**config.mk**
```make
export PLATFORM = sky130hd
export DESIGN_NAME = irq_vector_ctrl
export DESIGN_NICKNAME = d
export VERILOG_FILES = /design/src/rtl/ivc_pkg.sv /design/src/rtl/ivc_flag_bank.sv /design/src/rtl/ivc_cause_merge.sv /design/src/rtl/ivc_prio_enc.sv /design/src/rtl/irq_vector_ctrl.sv
export SDC_FILE = /design/constraint.sdc
export NUM_CORES = 1
export LEC_CHECK = 0
export BUFFER_PORTS_ARGS = -buffer_cell sky130_fd_sc_hd__buf_2
export CAP_MARGIN = 20
export CORE_MARGIN = 2
export CORE_UTILIZATION = 43
export CTS_BUF_LIST = sky130_fd_sc_hd__clkbuf_4
export CTS_CLUSTER_DIAMETER = 60
export DETAILED_ROUTE_END_ITERATION = 16
export PLACE_DENSITY = 0.88
export SLEW_MARGIN = 20
export SYNTH_ARGS = -nofsm -noshare
export SYNTH_HDL_FRONTEND = slang
export SYNTH_SLANG_ARGS = --single-unit
```
**constraint.sdc**
```tcl
create_clock -name clk -period 3.75 [get_ports clk]
set_input_delay 0.375 -clock clk [delete_from_list [all_inputs] [get_ports clk]]
set_output_delay 0.375 -clock clk [all_outputs]
set_load 0.03 [all_outputs]
```
**src/rtl/ivc_pkg.sv**
```systemverilog
// Package: fixed tier sizes and vector table geometry shared by the controller.
// Assumes a 16-bit address map with the table ending at the top of memory.
package ivc_pkg;
    localparam int N_RESET   = 3;
    localparam int N_TRAP    = 2;
    localparam int N_EXC     = N_RESET + N_TRAP;
    localparam int ADDR_W    = 16;
    localparam logic [ADDR_W-1:0] VEC_TOP = 16'hFFFE;
    localparam logic [ADDR_W-1:0] VEC_LOW = 16'hFF00;
endpackage

```
**src/rtl/ivc_flag_bank.sv**
```systemverilog
// Module: one latched flag per interrupt cause.
// An event pulse sets the flag and a clear strobe drops it; set has priority.
// Assumes event and clear inputs are synchronous to clk.
module ivc_flag_bank #(
    parameter int N_BIT = 22
) (
    input  logic             clk,
    input  logic             rst_n,
    input  logic [N_BIT-1:0] evt_i,
    input  logic [N_BIT-1:0] clr_i,
    output logic [N_BIT-1:0] flag_o
);
    for (genvar k = 0; k < N_BIT; k++) begin : g_flag
        logic flag_q;

        // Hold, clear or set one cause flag.
        always_ff @(posedge clk) begin
            if (!rst_n)          flag_q <= 1'b0;
            else if (evt_i[k])   flag_q <= 1'b1;
            else if (clr_i[k])   flag_q <= 1'b0;
        end

        assign flag_o[k] = flag_q;

        a_r5_set_wins: assert property (@(posedge clk) disable iff (!rst_n)
            evt_i[k] |=> flag_o[k]);
        a_r5_clear_drops: assert property (@(posedge clk) disable iff (!rst_n)
            (clr_i[k] && !evt_i[k]) |=> !flag_o[k]);
        a_r5_flag_holds: assert property (@(posedge clk) disable iff (!rst_n)
            (flag_o[k] && !clr_i[k]) |=> flag_o[k]);
    end
endmodule

```
**src/rtl/ivc_cause_merge.sv**
```systemverilog
// Module: folds the enabled cause flags of each ordinary source into one request.
// Assumes cause bits are grouped per source, N_CAUSE consecutive bits each.
module ivc_cause_merge #(
    parameter int N_ORD   = 11,
    parameter int N_CAUSE = 2
) (
    input  logic [N_ORD*N_CAUSE-1:0] flag_i,
    input  logic [N_ORD*N_CAUSE-1:0] en_i,
    output logic [N_ORD-1:0]         req_o
);
    for (genvar j = 0; j < N_ORD; j++) begin : g_src
        assign req_o[j] = |(flag_i[j*N_CAUSE +: N_CAUSE] & en_i[j*N_CAUSE +: N_CAUSE]);
    end
endmodule

```
**src/rtl/ivc_prio_enc.sv**
```systemverilog
// Module: fixed-priority encoder; the lowest requesting index wins.
// Returns index 0 and any_o low when nothing requests.
module ivc_prio_enc #(
    parameter int N     = 16,
    parameter int IDX_W = $clog2(N)
) (
    input  logic [N-1:0]     req_i,
    output logic             any_o,
    output logic [IDX_W-1:0] idx_o
);
    // Scan from lowest priority upward so the lowest set index remains.
    always_comb begin
        idx_o = '0;
        for (int i = N - 1; i >= 0; i--) begin
            if (req_i[i]) idx_o = IDX_W'(i);
        end
        any_o = |req_i;
    end
endmodule

```
**src/rtl/irq_vector_ctrl.sv**
```systemverilog
// Module: prioritized interrupt vector controller (top).
// Sources 0..4 are unmaskable resets and traps taken from exc_i; the rest are
// ordinary interrupts with latched, enabled causes gated by mask_i.
// The request and winner are registered; vec_o is derived from the winner.
module irq_vector_ctrl
    import ivc_pkg::*;
#(
    parameter int N_SRC   = 16,
    parameter int N_CAUSE = 2,
    localparam int N_ORD  = N_SRC - N_EXC,
    localparam int N_BIT  = N_ORD * N_CAUSE,
    localparam int IDX_W  = $clog2(N_SRC)
) (
    input  logic              clk,
    input  logic              rst_n,
    input  logic [N_BIT-1:0]  evt_i,
    input  logic [N_BIT-1:0]  en_i,
    input  logic [N_BIT-1:0]  clr_i,
    input  logic              mask_i,
    input  logic [N_EXC-1:0]  exc_i,
    output logic [N_BIT-1:0]  flags_o,
    output logic              irq_o,
    output logic [IDX_W-1:0]  src_o,
    output logic [ADDR_W-1:0] vec_o
);
    logic [N_ORD-1:0] ord_req;
    logic [N_SRC-1:0] all_req;
    logic             any_req;
    logic [IDX_W-1:0] win_idx;
    logic             irq_q;
    logic [IDX_W-1:0] src_q;

    ivc_flag_bank #(.N_BIT(N_BIT)) u_flags (
        .clk(clk), .rst_n(rst_n), .evt_i(evt_i), .clr_i(clr_i), .flag_o(flags_o)
    );

    ivc_cause_merge #(.N_ORD(N_ORD), .N_CAUSE(N_CAUSE)) u_merge (
        .flag_i(flags_o), .en_i(en_i), .req_o(ord_req)
    );

    // Exceptions bypass the mask; ordinary requests are gated by it.
    assign all_req = {ord_req & {N_ORD{~mask_i}}, exc_i};

    ivc_prio_enc #(.N(N_SRC), .IDX_W(IDX_W)) u_enc (
        .req_i(all_req), .any_o(any_req), .idx_o(win_idx)
    );

    // Register the request line and the winning index.
    always_ff @(posedge clk) begin
        if (!rst_n) begin
            irq_q <= 1'b0;
            src_q <= '0;
        end else begin
            irq_q <= any_req;
            src_q <= win_idx;
        end
    end

    assign irq_o = irq_q;
    assign src_o = src_q;
    assign vec_o = VEC_TOP - (ADDR_W'(src_q) << 1);

    a_r3_exc_requests: assert property (@(posedge clk) disable iff (!rst_n)
        (|exc_i) |=> irq_o);
    a_r2_reset_first: assert property (@(posedge clk) disable iff (!rst_n)
        exc_i[0] |=> (src_o == '0));
    a_r4_mask_quiet: assert property (@(posedge clk) disable iff (!rst_n)
        (mask_i && !(|exc_i)) |=> !irq_o);
    a_r7_idle_zero: assert property (@(posedge clk) disable iff (!rst_n)
        !irq_o |-> (src_o == '0));
    a_r1_vec_in_table: assert property (@(posedge clk) disable iff (!rst_n)
        vec_o >= VEC_LOW);
endmodule

```
==> summary.txt, run 1 <==
Clock tree
  • H-tree depth: 1
  • Hold buffer count at CTS: 0
  • Clock-pin slew on the worst setup and hold paths: 0.13 ns
  • CTS tree: done
  • Clock latency on the worst-skew pair: 0.31 ns
  • CTS Buffer Depth: 2
  • Post-CTS setup repair buffer count: 0
  • Clock buffer count from CTS: 3
  • Post-CTS sizing: 0
  • CTS Root Cell: clkbuf_4
  • Clock tree sinks: 27

Setup path
  • Critical Path AT: 1.61 ns
  • Worst Path Required: just under 4 ns
  • Crit path max fanout: 3
  • Worst reg2reg path endpoint: irq_o$_SDFF_PN0_
  • Setup crit end kind: flop
  • CP Launch Point: u_flags.g_flag[16].flag_q$_SDFFE_PN0P_
  • R2R Path Start: u_flags.g_flag[16].flag_q$_SDFFE_PN0P_
  • Startpoint Class: flop
  • Critical path endpoint: irq_o$_SDFF_PN0_
  • WS Path Type: reg -> reg
  • Reg2Reg Depth: 4
  • Flop2flop setup slack: ~2.3 ns

Logic synthesis
  • Synth Register Bits: 27
  • Post-synthesis sequential area ratio: 37.7%
  • Yosys warns: 0
  • Ys async rst share: 0%
  • Area of the mapped netlist: 1430 µm²
  • Distinct cell type count after synthesis: 30
  • Number of enable flip-flop cells after synthesis: 0
  • Mean post-synth cell area: 7.79 µm²
  • Synthesized instance count: around 180
  • Ys flop type: dfxtp_1

Timing
  • F_max: slightly below 700 MHz
  • Final period util: roughly 39%
  • Final Setup Violations: 0
  • Fin crit period: 1.45 ns
  • Pins Over Slew Limit: 0
  • Clock skew: 0.00241 ns
  • Final Hold Viols: 0
  • Unrepaired setup endpoints after global routing: no
  • WHS: 0.255 ns
  • Fin Setup TNS: 0 ns
  • Worst slew pin tran: 0.698 ns
  • Rel. slew slack: 53.4%

Global routing
  • Largest net degree at the start of global routing: 24
  • Initial antenna violation count: 0
  • GRT Total Usage: 16.4%
  • Final global-route overflow total: 0
  • Vias in the first global route: between 1000 and 1500
  • Global-route wire length before repair: 4700 µm

Power and ir drop
  • Total power: 0.613 mW
  • Switching pwr: 0.195 mW
  • Share of power burned in registers: 51.8%
  • Sw frac: around a third
  • Max VDD drop: 0.161 mV
  • Combinational share of power: 27.8%
  • Pwr Density: roughly 340 nW/µm²
  • Leakage: 1.01 nW
  • Cell internal pwr: 0.418 mW
  • Clk pwr share: 20.4%

Placed design
  • Port-buffer cells: 104
  • Gp weighted congestion: 0.923
  • Placed Cells: a little over 300
  • HPWL Detailed: 2710 µm

Cells and area
  • Commonest non-fill, non-tap cell in the layout: buf_2
  • Synth-to-layout area growth: 26.2%
  • Most frequent cells in the layout: 104 x buf_2, 29 x inv_1, 27 x dfxtp_1
  • Fillcell total: 328
  • Antenna cells: 0
  • Multi-input combinational cell area: 554 µm²
  • Util after Layout: 58.3%
  • Non-filler cells, final: 309
  • Sequential Area: between 500 and 600 µm²
  • Final #Nets: 340
  • Layout cells sized above 1: a little over two fifths

Floorplanning
  • Initial Utilization: 46.2%
  • Core area: 3100 µm²
  • Die Y: 61.7 µm
  • Ports: between 100 and 150
  • Die footprint: 3810 µm²
  • Die Wd: 61.7 µm
  • # rows: 20

Drt
  • Number of vias per cell: 4.61
  • Drt pass-1 iters: 4
  • Iteration-0 DRC Markers: 56
  • DRC viols: 0
  • Routed Antenna Nets: 0
  • Routed wire length per instance: 10.3 µm
  • Total Wirelength: 3190 µm
  • Via count: 1424

Worst hold path
  • Worst Hold Class: in -> reg
  • Worst hold path startpoint: evt_i[19]

Flow run
  • Max-Cap Viols: 0

Status
  • Outcome: complete, no violations
critical path, stage by stage, from the launching register on:
cell and delay, ns:
dfxtp_1 0.35, a22oi_1 0.30, a41o_1 0.25, nor3b_1 0.26, a41oi_1 0.15
cells by family after synthesis:
| family | synth area share (%) |
|---|---|
| other cells | 0.524 |
| buf+inv | 26.3 |
| simple gates | 12.7 |
| compound gates | 22.8 |
| flops | 37.7 |
worst min-delay path by stage:
stage,depth (start not counted),slack (ns),end
after floorplan,2,0.47,u_flags.g_flag[10].flag_q$_SDFFE_PN0P_
after global placement,2,0.49,u_flags.g_flag[15].flag_q$_SDFFE_PN0P_
after detailed placement,2,0.49,u_flags.g_flag[3].flag_q$_SDFFE_PN0P_
after CTS,3,0.24,u_flags.g_flag[5].flag_q$_SDFFE_PN0P_
after global routing,3,0.24,u_flags.g_flag[20].flag_q$_SDFFE_PN0P_
final,3,0.26,u_flags.g_flag[19].flag_q$_SDFFE_PN0P_
state kept, by name, summed over array words and instances (netlist names):
register and flops:
u_flags.g_flag.flag_q 22, irq_o 1, src_o 4
stage by stage:
step | cell area [µm²] | setup WS, ns
after global routing | 1810 | 2.19
after CTS | 1810 | 2.31
final | 1810 | 2.30
after global placement | 1780 | 2.22
after detailed placement | 1780 | 2.18
after floorplan | 1470 | 2.44
Yosys cell counts, types with 2 or more instances:
| master | n | share of area, % |
|---|---|---|
| a22oi_1 | 9 | 4.7 |
| nor3b_1 | 3 | 1.6 |
| nor2b_1 | 2 | 0.87 |
| a22oi_2 | 2 | 1.7 |
| nor2_1 | 24 | 6.3 |
| a41oi_1 | 2 | 1.2 |
| inv_1 | 29 | 7.6 |
| o21ai_0 | 2 | 0.70 |
| nor3_1 | 3 | 1.0 |
| a22o_1 | 2 | 1.2 |
| conb_1 | 2 | 0.52 |
| a21oi_1 | 25 | 8.7 |
| nand2_1 | 2 | 0.52 |
| dfxtp_1 | 27 | 38 |
| clkbuf_1 | 2 | 0.52 |
| buf_4 | 34 | 18 |
layer usage:
metal  routed length (µm)  vias to the layer above  global-route usage [%]
li1                     -                      726                       -
met1                 1260                      633                    19.1
met2                 1650                       63                    30.4
met3                  269                        2                    3.31
met4                   12                        0                    4.56
met5                    0                        -                       0
final cells by class:
type	instances	share of cell area (%)
Tap cell	44	3.04
Clock buffer	4	1.66
Sequential cell	27	29.9
Timing Repair Buffer	104	28.8
Inverter	29	6.02
Multi-Input combinational cell	101	30.6
power by group through the flow:
stage                     clock, mW  combinational (mW)  sequential [mW]
final                         0.125               0.170            0.317
after global routing          0.144               0.188            0.320
after CTS                     0.135               0.171            0.318
after detailed placement          0               0.171            0.324
after global placement            0               0.168            0.323
after floorplan                   0               0.131            0.326
Power figures use the tool's default switching activity.
==> run 2: changes to the inputs <==
--- a/config.mk
+++ b/config.mk
@@ -8,11 +8,11 @@
 export BUFFER_PORTS_ARGS = -buffer_cell sky130_fd_sc_hd__buf_2
 export CAP_MARGIN = 20
 export CORE_MARGIN = 2
-export CORE_UTILIZATION = 43
+export CORE_UTILIZATION = 40
 export CTS_BUF_LIST = sky130_fd_sc_hd__clkbuf_4
 export CTS_CLUSTER_DIAMETER = 60
 export DETAILED_ROUTE_END_ITERATION = 16
-export PLACE_DENSITY = 0.88
+export PLACE_DENSITY = 0.82
 export SLEW_MARGIN = 20
 export SYNTH_ARGS = -nofsm -noshare
 export SYNTH_HDL_FRONTEND = slang
==> constraint.sdc (replaced) <==
create_clock -name clk -period 1.5 [get_ports clk]
set_input_delay 0.15 -clock clk [delete_from_list [all_inputs] [get_ports clk]]
set_output_delay 0.15 -clock clk [all_outputs]
set_load 0.03 [all_outputs]
==> run 2 against run 1 <==
  * Combinational power grew to 2.5 times the previous value
  * Worst setup slack got worse by 2.2 ns
  * Utilization shrank 4.3 points
  * Sequential share of layout area down 0.33 points
  * First-iteration DRC count down 30%
  * Global-route usage down 1.5 points
  * Register-to-register slack got worse by 2.2 ns
  * Non-clock buffer count grew 1
  * Critical path depth is the same
  * Clock skew rose by 0.0038 ns
  * Via count fell by 1.8%
  * Clock power increased by 150%
==> summary.txt, run 2 (synthesized netlist as in run 1, its figures left out) <==
Clock tree
  • CTS tree: done
  • Post-CTS setup repair buffer count: 0
  • CTS Buffer Depth: 2
  • Clock-pin slew on the worst setup and hold paths: 0.13 ns
  • Clock buffer count from CTS: 3
  • CTS Root Cell: clkbuf_4
  • H-tree depth: 1
  • Clock latency on the worst-skew pair: 0.31 ns
  • Clock tree sinks: 27

Setup path
  • Critical Path Max Stage Delay: 0.50 ns
  • Setup crit end kind: flop
  • CP top delay family: simple AND/OR/NAND/NOR gates
  • Startpoint Class: flop
  • WP buf/inv: 0
  • Critical Path AT: 1.61 ns
  • Crit path max fanout: 3
  • CP cell instances: a22oi_2 > a21oi_2 > or4_1 > o22ai_1
  • Worst Path Required: 1.74 ns
  • Critical-path top delay cell: or4_1
  • WS Path Type: reg -> reg
  • Flop2flop setup slack: 0.14 ns

Drt
  • Drt pass-1 iters: 4
  • Routed wire length per instance: 9.88 µm
  • Iteration-0 DRC Markers: 39
  • Number of vias per cell: 4.48
  • Via count: 1399
  • Routed Antenna Nets: 0
  • DRC viols: 0
  • Total Wirelength: 3080 µm

Cells and area
  • Commonest non-fill, non-tap cell in the layout: buf_2
  • Non-filler cells, final: ~310
  • Synth-to-layout area growth: 27.6%
  • Largest Register: u_flags.g_flag.flag_q
  • Final #Nets: roughly 340
  • Fillcell total: approximately 320
  • Most frequent cells in the layout: 104 x buf_2, 29 x inv_1, 27 x dfxtp_1
  • Final Cell Area: 1830 µm²
  • Max FFs per register: 22
  • Layout cells sized above 1: 42.9%
  • Antenna cells: 0

Power and ir drop
  • Max VDD drop: 0.366 mV
  • Pwr Density: 838 nW/µm²
  • Leakage: just over 1 nW

Floorplanning
  • Die footprint: slightly above 4000 µm²
  • Die Wd: 63.9 µm
  • Ports: 117
  • Die Y: 63.9 µm
  • Core area: 3390 µm²
  • Initial Utilization: 42.3%
  • # rows: 21

Timing
  • F_max: 734 MHz
  • Final Hold Viols: 0
  • Fin Setup TNS: 0 ns
  • Clock skew: between 0.006 and 0.007 ns
  • Fin crit period: 1.36 ns
  • Final period util: between 90% and 100%
  • Final Setup Violations: 0
  • Unrepaired setup endpoints after global routing: no
  • Pins Over Slew Limit: 0

Flow run
  • Max-Cap Viols: 0

Global routing
  • Initial antenna violation count: 0
  • Vias in the first global route: ~1300
  • Final global-route overflow total: 0
  • Global-route wire length before repair: 4960 µm
  • GRT Total Usage: 14.9%
  • Largest net degree at the start of global routing: 16

Worst hold path
  • Worst Hold Class: in -> reg

Placed design
  • Port-buffer cells: 104
  • Area of placed instances: approximately 1800 µm²
  • HPWL Detailed: between 2000 and 3000 µm
  • Placed Cells: 308
  • Gp weighted congestion: 0.864

Status
  • Outcome: complete, no violations
## run 2: worst min-delay path, stage by stage
cell,delay (ns)
buf_2,0.07
a21oi_1,0.03
nor2_1,0.06
## run 2: per-stage QoR
stage | total power [mW] | hold WS, ns | worst slack (ns) | util (%)
detailed placement | 1.24 | 0.359 | 0.144 | 52.8
global placement | 1.23 | 0.355 | 0.152 | 52.8
global route | 1.64 | 0.0226 | 0.00641 | 54.0
floorplan | 1.14 | 0.267 | 0.275 | -
finish | 1.53 | 0.0307 | 0.138 | 54.0
CTS | 1.56 | 0.0172 | 0.106 | 53.7
## run 2: cell type report
cell class,count,area [µm²],area share (%)
repair buffers,105,528,28.9
inverters,29,109,5.95
multi-input cells,101,564,30.8
clock buffers,4,30.0,1.64
flip-flops and latches,27,541,29.5
well taps,46,57.6,3.15
## run 2: where the power goes
part | leakage, nW | internal (mW) | total, mW | switching [mW]
clock network | 0.0184 | 0.122 | 0.311 | 0.189
logic | 0.771 | 0.165 | 0.430 | 0.264
registers | 0.225 | 0.761 | 0.793 | 0.0318
total | 1.01 | 1.05 | 1.53 | 0.485
## run 2: what timing repair did
| action | 4_1_cts | 5_1_grt |
|---|---|---|
| gates resized for setup | 0 | 2 |
| endpoints found under the setup margin | 0 | 1 |
| hold endpoints to repair | 0 | 0 |
| hold buffers | 0 | 0 |
## run 2: path summary, 6_finish.rpt
check	from	to	depth (start not counted)
setup / recovery	u_flags.g_flag[8].flag_q$_SDFFE_PN0P_	src_o[1]$_SDFF_PP0_	4
hold / removal	evt_i[20]	u_flags.g_flag[20].flag_q$_SDFFE_PN0P_	3
setup reg to reg	u_flags.g_flag[8].flag_q$_SDFFE_PN0P_	src_o[1]$_SDFF_PP0_	4
hold reg to reg	u_flags.g_flag[14].flag_q$_SDFFE_PN0P_	u_flags.g_flag[14].flag_q$_SDFFE_PN0P_	2
## run 2: per-layer routing
layer	vias up	GRT usage (%)	share of wire (%)
met4	0	4.08	0.42
met5	-	0	0
met2	62	28.1	49
li1	728	-	-
met3	2	3.17	9.0
met1	607	16.7	41
==> run 3: changes to the inputs <==
--- a/config.mk
+++ b/config.mk
@@ -5,6 +5,7 @@
 export SDC_FILE = /design/constraint.sdc
 export NUM_CORES = 1
 export LEC_CHECK = 0
+export ABC_AREA = 1
 export BUFFER_PORTS_ARGS = -buffer_cell sky130_fd_sc_hd__buf_2
 export CAP_MARGIN = 20
 export CORE_MARGIN = 2
@@ -12,7 +13,7 @@
 export CTS_BUF_LIST = sky130_fd_sc_hd__clkbuf_4
 export CTS_CLUSTER_DIAMETER = 60
 export DETAILED_ROUTE_END_ITERATION = 16
-export PLACE_DENSITY = 0.82
+export PLACE_DENSITY = 0.81
 export SLEW_MARGIN = 20
 export SYNTH_ARGS = -nofsm -noshare
 export SYNTH_HDL_FRONTEND = slang
==> run 3 against run 2 <==
  * Final area is 3.9% higher
  * Total power is 1.4% higher
  * Synthesized cell count is 16% higher
  * Fmax is 3.5% higher
  * First-iteration DRC count is 54% lower
  * Global-route usage hardly changed
  * Worst setup slack better by 0.046 ns
  * Largest cell class unchanged
==> summary.txt, run 3 <==
Logic synthesis
  • Yosys top cell area share: a little under two fifths
  • Synth Register Bits: 27
  • Mean post-synth cell area: 6.89 µm²
  • Ys flop type: dfxtp_1
  • Biggest area consumer among synthesized cells: dfxtp_1
  • Synth top cells by count: 47 x nor2_1, 38 x nand2_1, 34 x buf_4, 27 x dfxtp_1, 23 x inv_1
  • Post-synthesis sequential area ratio: 36.7%
  • Yosys warns: 0
  • Area of the mapped netlist: 1470 µm²
  • Most common cell in the netlist: nor2_1
  • Distinct cell type count after synthesis: 22
  • Number of enable flip-flop cells after synthesis: 0
  • Top post-synthesis cells by area: dfxtp_1 37%, buf_4 17%, nor2_1 12%, nand2_1 9.7%, a21oi_1 6.5%
  • Ys async rst share: 0%
  • Synthesized instance count: 214

Placed design
  • Gp weighted congestion: 0.705
  • HPWL Detailed: around 2700 µm
  • Port-buffer cells: 104

Setup path
  • Worst Path Required: 1.76 ns
  • Setup crit end kind: flop
  • Reg2Reg Depth: 16
  • WS Path Type: reg -> reg
  • Crit path max fanout: 3
  • Flop2flop setup slack: 0.18 ns
  • Worst reg2reg path endpoint: src_o[0]$_SDFF_PP0_
  • R2R Path Start: u_flags.g_flag[21].flag_q$_SDFFE_PN0P_
  • Critical Path AT: about 1.6 ns
  • Startpoint Class: flop

Timing
  • Final Hold Viols: 0
  • Pins Over Slew Limit: 0
  • Unrepaired setup endpoints after global routing: yes
  • Clock skew: between 0.005 and 0.006 ns
  • Final Setup Violations: 0
  • Fin Setup TNS: 0 ns
  • F_max: 760 MHz
  • Final period util: 87.7%
  • WHS: between 0.02 and 0.03 ns
  • Fin crit period: 1.32 ns

Cells and area
  • Most frequent cells in the layout: 104 x buf_2, 47 x nor2_1, 36 x nand2_1
  • Util after Layout: 52.7%
  • Synth-to-layout area growth: 28.9%
  • Largest Register: u_flags.g_flag.flag_q
  • Multi-input combinational cell area: 612 µm²
  • Final #Nets: around 380
  • Commonest non-fill, non-tap cell in the layout: buf_2
  • Max FFs per register: 22
  • Sequential Area: 548 µm²
  • Antenna cells: 0
  • Layout cells sized above 1: 41.3%
  • Fillcell total: around 380

Clock tree
  • Clock latency on the worst-skew pair: roughly 0.32 ns
  • Clock-pin slew on the worst setup and hold paths: 0.14 ns
  • CTS Root Cell: clkbuf_4
  • Clock tree sinks: 27
  • H-tree depth: 1
  • CTS tree: done
  • CTS Buffer Depth: 2
  • Clock buffer count from CTS: 3

Global routing
  • Initial antenna violation count: 0
  • Final global-route overflow total: 0
  • GR Util met1: 16.6%
  • Met3 usage: 2.60%
  • Global-route wire length before repair: ~4900 µm
  • Met2 Resource Use GR: 28.0%
  • GRT Total Usage: 14.9%
  • Most used routing layer: met2
  • Largest net degree at the start of global routing: 15
  • Vias in the first global route: 1285

Drt
  • Number of vias per cell: roughly 4.3
  • Iteration-0 DRC Markers: 18
  • Routed Antenna Nets: 0
  • Total Wirelength: 3120 µm
  • Via count: 1487
  • DRC viols: 0
  • Drt pass-1 iters: 2
  • Routed wire length per instance: 8.97 µm

Floorplanning
  • Initial Utilization: 40.9%
  • Die Wd: 64.7 µm
  • # rows: 22
  • Die Y: 64.7 µm
  • Die footprint: roughly 4200 µm²
  • Core area: 3610 µm²
  • Ports: around 120

Worst hold path
  • Worst Hold Class: in -> reg
  • Worst hold path startpoint: evt_i[2]
  • Hold Path End: u_flags.g_flag[2].flag_q$_SDFFE_PN0P_
  • Hold Path Cell Cnt: 3

Power and ir drop
  • Pwr Density: a little over 800 nW/µm²
  • Leakage: between 1 and 1.5 nW
  • Max VDD drop: about 0.34 mV

Status
  • Outcome: complete, no violations

Flow run
  • Max-Cap Viols: 0
run 3: kinds of logic after synthesis:
group,share of synthesized area [%]
other,0.510
and+or+nand+nor,24.8
buffers and inverters,24.7
AOI/OAI and AO/OA,13.3
DFF,36.7
run 3: final cells by class:
| class | instances | area share [%] |
|---|---|---|
| multi-input combinational | 136 | 32.2 |
| tap | 48 | 3.16 |
| inverter | 24 | 4.74 |
| timing repair buffer | 109 | 29.5 |
| sequential | 27 | 28.8 |
| clock buffer | 4 | 1.58 |
run 3: worst max path at each step:
stage / from / to / slack, ns
6_report: u_flags.g_flag[21].flag_q$_SDFFE_PN0P_ / src_o[0]$_SDFF_PP0_ / 0.18
5_1_grt: u_flags.g_flag[17].flag_q$_SDFFE_PN0P_ / src_o[0]$_SDFF_PP0_ / -0.10
4_1_cts: u_flags.g_flag[17].flag_q$_SDFFE_PN0P_ / src_o[0]$_SDFF_PP0_ / 0.12
3_5_place_dp: mask_i / src_o[0]$_SDFF_PP0_ / 0.15
3_3_place_gp: mask_i / src_o[0]$_SDFF_PP0_ / 0.19
2_1_floorplan: u_flags.g_flag[19].flag_q$_SDFFE_PN0P_ / src_o[0]$_SDFF_PP0_ / 0.31
run 3: critical path, cell delays in order (launching register included):
cell and delay [ns]:
dfxtp_2 0.36, nand2_1 0.06, nand2_2 0.08, nand3_2 0.07, nand2_1 0.06, nand2_1 0.04, nand2_1 0.05, nand2_1 0.05
nand2_1 0.05, nand2_1 0.04, nand2_1 0.05, nand2_1 0.04, nand2_1 0.05, nand2_1 0.04, nand2_1 0.05, nand2_1 0.06
a21oi_2 0.12
run 3: layer usage:
metal  vias up  routed length (µm)
met5         -                   0
met4         0                  25
met3         2                 267
met2        69                1510
met1       627                1320
li1        789                   -
run 3: metrics by stage:
step / power, mW / instance area [µm²] / setup WS [ns] / instances
floorplan: 1.15 / 1510 / 0.308 / 224
global placement: 1.23 / 1830 / 0.193 / 341
detailed placement: 1.24 / 1830 / 0.153 / 341
CTS: 1.57 / 1870 / 0.125 / 346
global route: 1.66 / 1900 / -0.105 / 348
finish: 1.55 / 1900 / 0.184 / 348
run 3: repair_timing:
item                       in CTS  in global routing
setup buffers                   0                  2
hold endpoints to repair        1                  0
hold buffers                    1                  0
setup endpoints to repair       0                  1
gates resized for setup         0                  8
run 3: power by group:
| group | internal (mW) | total [mW] | switching (mW) | leakage [nW] |
|---|---|---|---|---|
| Combinational | 0.170 | 0.444 | 0.273 | 0.873 |
| Clock | 0.122 | 0.323 | 0.201 | 0.0184 |
| Sequential | 0.761 | 0.788 | 0.0262 | 0.226 |
